==> config.mk <==
export PLATFORM = sky130hd
export DESIGN_NAME = irq_router
export DESIGN_NICKNAME = d
export VERILOG_FILES = /design/src/rtl/irq_router_pkg.sv /design/src/rtl/irq_rst_sync.sv /design/src/rtl/irq_pin_mux.sv /design/src/rtl/irq_ctrl_reg.sv /design/src/rtl/irq_router.sv
export SDC_FILE = /design/constraint.sdc
export NUM_CORES = 1
export LEC_CHECK = 0
export BUFFER_PORTS_ARGS = -buffer_cell sky130_fd_sc_hd__buf_2
export CAP_MARGIN = 15
export CORE_ASPECT_RATIO = 1.1
export CORE_MARGIN = 4
export CORE_UTILIZATION = 38
export DETAILED_ROUTE_END_ITERATION = 12
export PLACE_DENSITY = 0.72
export SLEW_MARGIN = 10
export SYNTH_ARGS = -nofsm -noshare
export SYNTH_HDL_FRONTEND = slang
export SYNTH_SLANG_ARGS = --single-unit
export TNS_END_PERCENT = 20
==> constraint.sdc <==
create_clock -name clk -period 1.1 [get_ports clk]
set_input_delay 0.055 -clock clk [delete_from_list [all_inputs] [get_ports clk]]
set_output_delay 0.055 -clock clk [all_outputs]
set_load 0.1 [all_outputs]
==> src/rtl/irq_router_pkg.sv <==
package irq_router_pkg;
  localparam int CFG_W     = 8;
  localparam int RX_SEL_W  = 2;
  localparam int N_RX_SRC  = 1 << RX_SEL_W;
  localparam int N_TX_SRC  = 2;
  localparam int N_PINS    = 2;
  localparam int RST_STAGES = 2;

  // control register field positions
  localparam int B_MANUAL  = 0;
  localparam int B_FILL    = 1;
  localparam int B_OVF     = 2;
  localparam int B_RSSI_EN = 3;
  localparam int B_RSSI_ST = 4;
  localparam int B_LOCK_EN = 5;
endpackage

==> src/rtl/irq_rst_sync.sv <==
module irq_rst_sync #(
  parameter int STAGES = 2
) (
  input  logic clk,
  input  logic arst_n,
  output logic srst_n
);
  logic [STAGES-1:0] sync_q;

  always_ff @(posedge clk or negedge arst_n) begin
    if (!arst_n) sync_q <= '0;
    else         sync_q <= {sync_q[STAGES-2:0], 1'b1};
  end

  assign srst_n = sync_q[STAGES-1];
endmodule

==> src/rtl/irq_pin_mux.sv <==
module irq_pin_mux #(
  parameter int SEL_W = 2,
  parameter int N_RX  = 1 << SEL_W,
  parameter int N_TX  = 2
) (
  input  logic             clk,
  input  logic             rst_n,
  input  logic             tx_mode,
  input  logic [SEL_W-1:0] rx_sel,
  input  logic             tx_sel,
  input  logic [N_RX-1:0]  rx_src,
  input  logic [N_TX-1:0]  tx_src,
  output logic             irq
);
  logic irq_d, irq_q;

  always_comb begin
    if (tx_mode) irq_d = tx_src[tx_sel];
    else         irq_d = rx_src[rx_sel];
  end

  always_ff @(posedge clk or negedge rst_n) begin
    if (!rst_n) irq_q <= 1'b0;
    else        irq_q <= irq_d;
  end

  assign irq = irq_q;
endmodule

==> src/rtl/irq_ctrl_reg.sv <==
module irq_ctrl_reg
  import irq_router_pkg::*;
(
  input  logic             clk,
  input  logic             rst_n,
  input  logic             wr_en,
  input  logic [CFG_W-1:0] wdata,
  input  logic             tx_mode,
  input  logic             start_det,
  input  logic             ovf_evt,
  input  logic             rssi_above,
  input  logic             pll_lock,
  output logic [CFG_W-1:0] rdata,
  output logic             fifo_fill,
  output logic             fifo_reset,
  output logic             rssi_irq,
  output logic             lock_pin
);
  logic manual_q, fill_on_q, rssi_en_q, lock_en_q;
  logic auto_fill_q, auto_fill_d;
  logic ovf_q, ovf_d;
  logic fifo_rst_q, fifo_rst_d;
  logic lock_pin_q, lock_pin_d;
  logic wr_clr;
  logic unused_hi;

  assign wr_clr    = wr_en & wdata[B_OVF];
  assign unused_hi = ^wdata[CFG_W-1:B_LOCK_EN+1] ^ wdata[B_RSSI_ST];

  // next-state logic
  always_comb begin
    auto_fill_d = auto_fill_q;
    if (tx_mode || wr_clr) auto_fill_d = 1'b0;
    else if (start_det)    auto_fill_d = 1'b1;
    ovf_d      = ovf_evt | (ovf_q & ~wr_clr);
    fifo_rst_d = wr_clr;
    lock_pin_d = lock_en_q ? pll_lock : 1'b1;
  end

  // configuration bits, written under the write-strobe enable
  always_ff @(posedge clk or negedge rst_n) begin
    if (!rst_n) begin
      manual_q  <= 1'b0;
      fill_on_q <= 1'b0;
      rssi_en_q <= 1'b0;
      lock_en_q <= 1'b0;
    end else if (wr_en) begin
      manual_q  <= wdata[B_MANUAL];
      fill_on_q <= wdata[B_FILL];
      rssi_en_q <= wdata[B_RSSI_EN];
      lock_en_q <= wdata[B_LOCK_EN];
    end
  end

  // status and output registers
  always_ff @(posedge clk or negedge rst_n) begin
    if (!rst_n) begin
      auto_fill_q <= 1'b0;
      ovf_q       <= 1'b0;
      fifo_rst_q  <= 1'b0;
      lock_pin_q  <= 1'b1;
    end else begin
      auto_fill_q <= auto_fill_d;
      ovf_q       <= ovf_d;
      fifo_rst_q  <= fifo_rst_d;
      lock_pin_q  <= lock_pin_d;
    end
  end

  assign fifo_fill  = manual_q ? fill_on_q : auto_fill_q;
  assign fifo_reset = fifo_rst_q;
  assign rssi_irq   = rssi_en_q & rssi_above;
  assign lock_pin   = lock_pin_q;

  always_comb begin
    rdata            = '0;
    rdata[B_MANUAL]  = manual_q;
    rdata[B_FILL]    = fifo_fill;
    rdata[B_OVF]     = ovf_q;
    rdata[B_RSSI_EN] = rssi_en_q;
    rdata[B_RSSI_ST] = rssi_irq;
    rdata[B_LOCK_EN] = lock_en_q;
  end

  // overflow flag holds until a write of 1 clears it
  a_r9_ovf_sticky: assert property (@(posedge clk) disable iff (!rst_n)
    ovf_q && !wr_clr |=> ovf_q);
  // a clearing write produces the reset pulse
  a_r9_clear_pulse: assert property (@(posedge clk) disable iff (!rst_n)
    wr_en && wdata[B_OVF] |=> fifo_reset);
  // disabled lock output drives the pin high
  a_r11_lock_forced: assert property (@(posedge clk) disable iff (!rst_n)
    !lock_en_q |=> lock_pin);
  // transmit mode stops automatic filling
  a_r7_tx_stops_fill: assert property (@(posedge clk) disable iff (!rst_n)
    tx_mode && !manual_q && !wr_en |=> !fifo_fill);
endmodule

==> src/rtl/irq_router.sv <==
module irq_router
  import irq_router_pkg::*;
(
  input  logic                clk,
  input  logic                rst_n,
  input  logic                tx_mode,
  input  logic [RX_SEL_W-1:0] rx_sel0,
  input  logic [RX_SEL_W-1:0] rx_sel1,
  input  logic                tx_sel,
  input  logic                st_pkt_rdy,
  input  logic                st_crc_ok,
  input  logic                st_byte_wr,
  input  logic                st_fifo_empty,
  input  logic                st_fifo_full,
  input  logic                st_fifo_thr,
  input  logic                st_start_det,
  input  logic                st_addr_match,
  input  logic                st_rssi_above,
  input  logic                st_tx_done,
  input  logic                st_fifo_ovf,
  input  logic                st_pll_lock,
  input  logic                cfg_wr,
  input  logic [CFG_W-1:0]    cfg_wdata,
  output logic [CFG_W-1:0]    cfg_rdata,
  output logic                irq0,
  output logic                irq1,
  output logic                fifo_fill,
  output logic                fifo_reset,
  output logic                lock_pin
);
  logic srst_n;
  logic rssi_irq;
  logic [N_RX_SRC-1:0] rx_src [N_PINS];
  logic [N_TX_SRC-1:0] tx_src [N_PINS];
  logic [RX_SEL_W-1:0] rx_sel [N_PINS];
  logic [N_PINS-1:0]   irq_vec;

  irq_rst_sync #(.STAGES(RST_STAGES)) u_rst (
    .clk(clk), .arst_n(rst_n), .srst_n(srst_n)
  );

  // pin 0 sources, indexed by select value
  assign rx_src[0] = {st_start_det | st_addr_match, ~st_fifo_empty, st_byte_wr, st_pkt_rdy};
  assign tx_src[0] = {st_fifo_thr, ~st_fifo_empty};
  assign rx_sel[0] = rx_sel0;
  // pin 1 sources
  assign rx_src[1] = {st_fifo_thr, rssi_irq, st_fifo_full, st_crc_ok};
  assign tx_src[1] = {st_tx_done, st_fifo_full};
  assign rx_sel[1] = rx_sel1;

  for (genvar p = 0; p < N_PINS; p++) begin : g_pin
    irq_pin_mux #(.SEL_W(RX_SEL_W), .N_RX(N_RX_SRC), .N_TX(N_TX_SRC)) u_mux (
      .clk(clk), .rst_n(srst_n), .tx_mode(tx_mode),
      .rx_sel(rx_sel[p]), .tx_sel(tx_sel),
      .rx_src(rx_src[p]), .tx_src(tx_src[p]),
      .irq(irq_vec[p])
    );
  end

  assign irq0 = irq_vec[0];
  assign irq1 = irq_vec[1];

  irq_ctrl_reg u_ctrl (
    .clk(clk), .rst_n(srst_n), .wr_en(cfg_wr), .wdata(cfg_wdata),
    .tx_mode(tx_mode), .start_det(st_start_det), .ovf_evt(st_fifo_ovf),
    .rssi_above(st_rssi_above), .pll_lock(st_pll_lock),
    .rdata(cfg_rdata), .fifo_fill(fifo_fill), .fifo_reset(fifo_reset),
    .rssi_irq(rssi_irq), .lock_pin(lock_pin)
  );

  // receive select 2 shows FIFO not empty on irq0
  a_r2_rx_not_empty: assert property (@(posedge clk) disable iff (!srst_n)
    !tx_mode && rx_sel0 == 2'd2 && !st_fifo_empty |=> irq0);
  // transmit select 1 shows FIFO threshold on irq0
  a_r3_tx_thr: assert property (@(posedge clk) disable iff (!srst_n)
    tx_mode && tx_sel && st_fifo_thr |=> irq0);
  // transmit select 1 shows transmit done on irq1
  a_r5_tx_done: assert property (@(posedge clk) disable iff (!srst_n)
    tx_mode && tx_sel && st_tx_done |=> irq1);
  // receive select 1 shows FIFO full on irq1
  a_r4_rx_full: assert property (@(posedge clk) disable iff (!srst_n)
    !tx_mode && rx_sel1 == 2'd1 && !st_fifo_full |=> !irq1);
endmodule

* Yosys cells after proc, flatten, opt, wreduce, memory -nomap -nowiden
Index checks and enable logic that the tools add are counted.
Operators by class: magnitude comparators 3, muxes and demuxes 14, bitwise operators 7, reduce and logical (&&, ||, !) cells 2
Operators by type and width (number):
- $mux 1 | 12
- $lt 2x3->1 const B | 2
- $bmux 1 s2 | 2
- $and 1x1->1 | 3
- $lt 1x2->1 const B | 1
- $not 1->1 | 2
- $or 1x1->1 | 2
- $reduce_bool 2->1 | 1
- $logic_or 1x1->1 | 1
Word-level totals: register bits 12, input port bits 29, output and inout bits 13

* Longest topological paths before layout
word-level depth 4, depth in mapped cells 3, mapped depth without buffers 3

* Cells and area by module
A second synthesis with hierarchy kept.
Unflattened totals: cell total of the unflattened synthesis 48, area, all modules 589.3 µm²
Modules (own cells, without submodules):
- irq_ctrl_reg | times used 1, cells an instance 29, area an instance 362.8 µm²
- irq_pin_mux | times used 2, cells an instance 7, area an instance 81.3 µm²
- irq_rst_sync | times used 1, cells an instance 3, area an instance 53.8 µm²
- irq_router | times used 1, cells an instance 2, area an instance 10.0 µm²

* Worst setup path after synthesis
Ideal clock, no wire load.
path kind reg2out, from reg u_ctrl.manual_q, to out cfg_rdata[1], data arrival time 1.330 ns, required time 1.045 ns, path slack -0.285 ns, stages on the path, launching flop included 3, path buffers 1, cell sequence dfrtp_1 > mux2_2 > buf_4
On the way: longest elaborated chain between the ends 1
Ends and longest elaborated chain:
- from (decl) | line irq_ctrl_reg.sv:19 | logic manual_q, fill_on_q, rssi_en_q, lock_en_q;
- from (signal assigned) | line irq_ctrl_reg.sv:48 | manual_q <= wdata[B_MANUAL];
- $mux 1 | line irq_ctrl_reg.sv:70 | assign fifo_fill = manual_q ? fill_on_q : auto_fill_q;
- to (decl) | line irq_router.sv:24 | output logic [CFG_W-1:0] cfg_rdata,
Every way passes these cells.

* Final worst setup path
Same ends and word-level chain as after synthesis.

==> run_results.csv <==
group,metric,value,unit
logic_synthesis,synth.yosys.seq_area_share,0.531,
floorplanning,design.core.area,1380,um2
min_path,whs_path_depth,2,
status,status,"finished, violations left",
clocking,clk_pin_slew,0.08,ns
power_and_ir_drop,power_leakage,0.492,nW
power_and_ir_drop,irDropWorstVdd,0.000950,V
sta,slew_violations,0,
grt,grt_max_degree,11,
sta,min_period,1.23,ns
grt,grt_usage,0.127,
grt,grt_pass1_vias,474,
sta,post-route-period-util,1.12,
grt,antenna_found_initial,0,
logic_synthesis,synth.area.top_cells,"dfrtp_1, buf_4, mux2_2",
sta,setup_ws,-0.131,ns
detailed_routing,drt_iter0_drc,3,
worst_setup_path,critPathCaptureType,"primary output",
sta,timing.setup.tns,-0.285,ns
place,port_buffers,36,
logic_synthesis,async_flop_share,1.00,
place,post-dp-hpwl,1020,um
final_layout,n_antenna_cell,0,
worst_setup_path,path_cells,"mux2_4, buf_12",
clocking,root_buffer,"clkbuf_4",
worst_setup_path,r2r_start,"u_ctrl.manual_q$_DFFE_PN0P_",
sta,hold_viol,0,
worst_setup_path,r2r-end,"u_ctrl.manual_q$_DFFE_PN0P_",
floorplanning,initial_utilization,0.410,
sta,setup_viol,3,
clocking,cts_sinks,12,
sta,holdWs,0.00547,ns
status,violations,"setup timing",
logic_synthesis,syn_avg_cell_area,11.1,um2
logic_synthesis,ys_ff_latch,12,
detailed_routing,firstDrtPassIters,3,
grt,grt_overflow,0,
detailed_routing,avgViaCountPerCell,4.74,
logic_synthesis,ys_top_cells_by_count,"dfrtp_1, buf_4, mux2_2, nand2_1",
min_path,worstHoldStart,"cfg_wdata[3]",
min_path,hold_path_class,"in -> reg",
power_and_ir_drop,p_total,1.44,mW
floorplanning,die_h,48.6,um
final_layout,area_growth,68.7,%
detailed_routing,wl_per_cell,11.9,um
detailed_routing,drt-total-wl,1250,um
clocking,cts_tree,"done",
final_layout,nNetsFinal,119,
sta,rsz0062_at_grt,"yes",
floorplanning,boundaryPins,42,
detailed_routing,via_count,498,
worst_setup_path,reg2reg_depth,3,
clocking,numCtsBuffers,3,
logic_synthesis,yosysWarnings,0,
logic_synthesis,synth_edf_count,0,
worst_setup_path,crit_type,"reg -> out",
place,gp_congestion,0.741,
sta,skew,0.0105,ns
floorplanning,dieWidth,44.9,um
detailed_routing,drc,0,
grt,grt_pass1_wl,1950,um
worst_setup_path,critPathRequiredTime,1.04,ns
logic_synthesis,yosys.area.top_type,"dfrtp_1",
worst_setup_path,critPathLaunchType,"flop",
sta,fmax,812,MHz
worst_setup_path,crit_fanout,2,
logic_synthesis,synth.distinct_cells,18,
detailed_routing,ant_nets,0,
worst_setup_path,slowest_stage,"dfrtp_1",
final_layout,drive_gt1_frac,0.562,
logic_synthesis,post-synth-top-count-cell,"dfrtp_1",
floorplanning,std_cell_rows,14,
worst_setup_path,rrSetupSlack,0.09,ns
logic_synthesis,synthFlopType,"dfrtp_1",
clocking,h-tree-depth,1,
floorplanning,die-area,2180,um2
clocking,clkLatencyLatePin,0.28,ns
worst_setup_path,cp_slowest_stage_delay,0.39,ns
flow_run,drv_cap,0,
logic_synthesis,synth_top_area_frac,0.485,
worst_setup_path,critPathArrivalTime,1.18,ns
min_path,whs_endpoint,"u_ctrl.rssi_en_q$_DFFE_PN0P_",
logic_synthesis,syn_area,568,um2
clocking,clk_path_buf_depth,2,
power_and_ir_drop,power.density,1500,nW/um2
logic_synthesis,syn_inst,51,
flip-flops by register name (all words and copies together) (netlist names):
name                count
u_ctrl.fifo_reset       1
u_ctrl.lock_en_q        1
u_ctrl.manual_q         1
u_ctrl.auto_fill_q      1
u_rst.sync_q            2
g_pin.u_mux.irq         2
u_ctrl.ovf_q            1
u_ctrl.rssi_en_q        1
u_ctrl.fill_on_q        1
u_ctrl.lock_pin         1
critical path, delay by kind of cell (launching register included):
family	cells	cell delay, ns
multiplexers	1	0.34
flip-flops	1	0.39
buffers and inverters	1	0.17
metrics by stage:
step,cell area [um2],util,std cells,setup slack [ns]
2_1_floorplan,588,-,52,-0.00338
3_3_place_gp,881,0.637,96,0.120
3_5_place_dp,881,0.637,96,0.104
4_1_cts,947,0.684,104,-0.138
5_1_grt,958,0.693,105,-0.171
6_report,958,0.693,105,-0.131
logic make-up after synthesis:
kind of cell | after synthesis | share of synthesized area
other cells | 2 | 0.0132
buf+inv | 12 | 0.132
flops | 12 | 0.531
mux | 7 | 0.143
simple gates | 11 | 0.0793
compound gates | 7 | 0.101
report_power, final:
group	internal, mW	switching [mW]	leakage [nW]
sequential	0.479	0.0361	0.140
combinational	0.242	0.399	0.337
clock	0.141	0.144	0.0150
per-layer routing:
metal,part of all wire,track usage
met5,0,0
met4,0.030,0.117
met3,0.055,0.0370
met2,0.58,0.213
met1,0.34,0.114
repair_timing:
| item | CTS | global route |
|---|---|---|
| gates resized for setup | 2 | 1 |
| setup endpoints to repair | 3 | 3 |
| hold buffers | 3 | 0 |
| hold endpoints to repair | 4 | 0 |
| buffers inserted | 1 | 1 |
final cells by class:
class	count	area, um2
tap	16	20.0
fill	97	425
clock buffer	4	26.3
multi-input combinational	28	201
sequential	12	302
timing repair buffer	41	394
inverter	4	15.0
worst max path at each step:
stage                                start            to  depth (start not counted)
3_5_place_dp   u_ctrl.manual_q$_DFFE_PN0P_  cfg_rdata[1]                          2
6_report       u_ctrl.manual_q$_DFFE_PN0P_  cfg_rdata[1]                          2
3_3_place_gp   u_ctrl.manual_q$_DFFE_PN0P_     fifo_fill                          2
4_1_cts        u_ctrl.manual_q$_DFFE_PN0P_  cfg_rdata[1]                          2
2_1_floorplan  u_ctrl.manual_q$_DFFE_PN0P_  cfg_rdata[1]                          2
5_1_grt        u_ctrl.manual_q$_DFFE_PN0P_  cfg_rdata[1]                          2
cells in the final DEF (no fill, tap or decap), types with 2 or more instances in the layout:
cell           Yosys  routed
buf_2              0      25
dfrtp_1           11      11
buf_12             0      11
nand2_1            5       4
nor2_1             4       4
mux2_2             5       4
inv_1              4       3
conb_1             2       3
clkbuf_4           0       3
dlygate4sd3_1      0       3
a2111oi_0          2       2
mux2_4             1       2
Note: power is estimated with default switching activity, not from simulation.
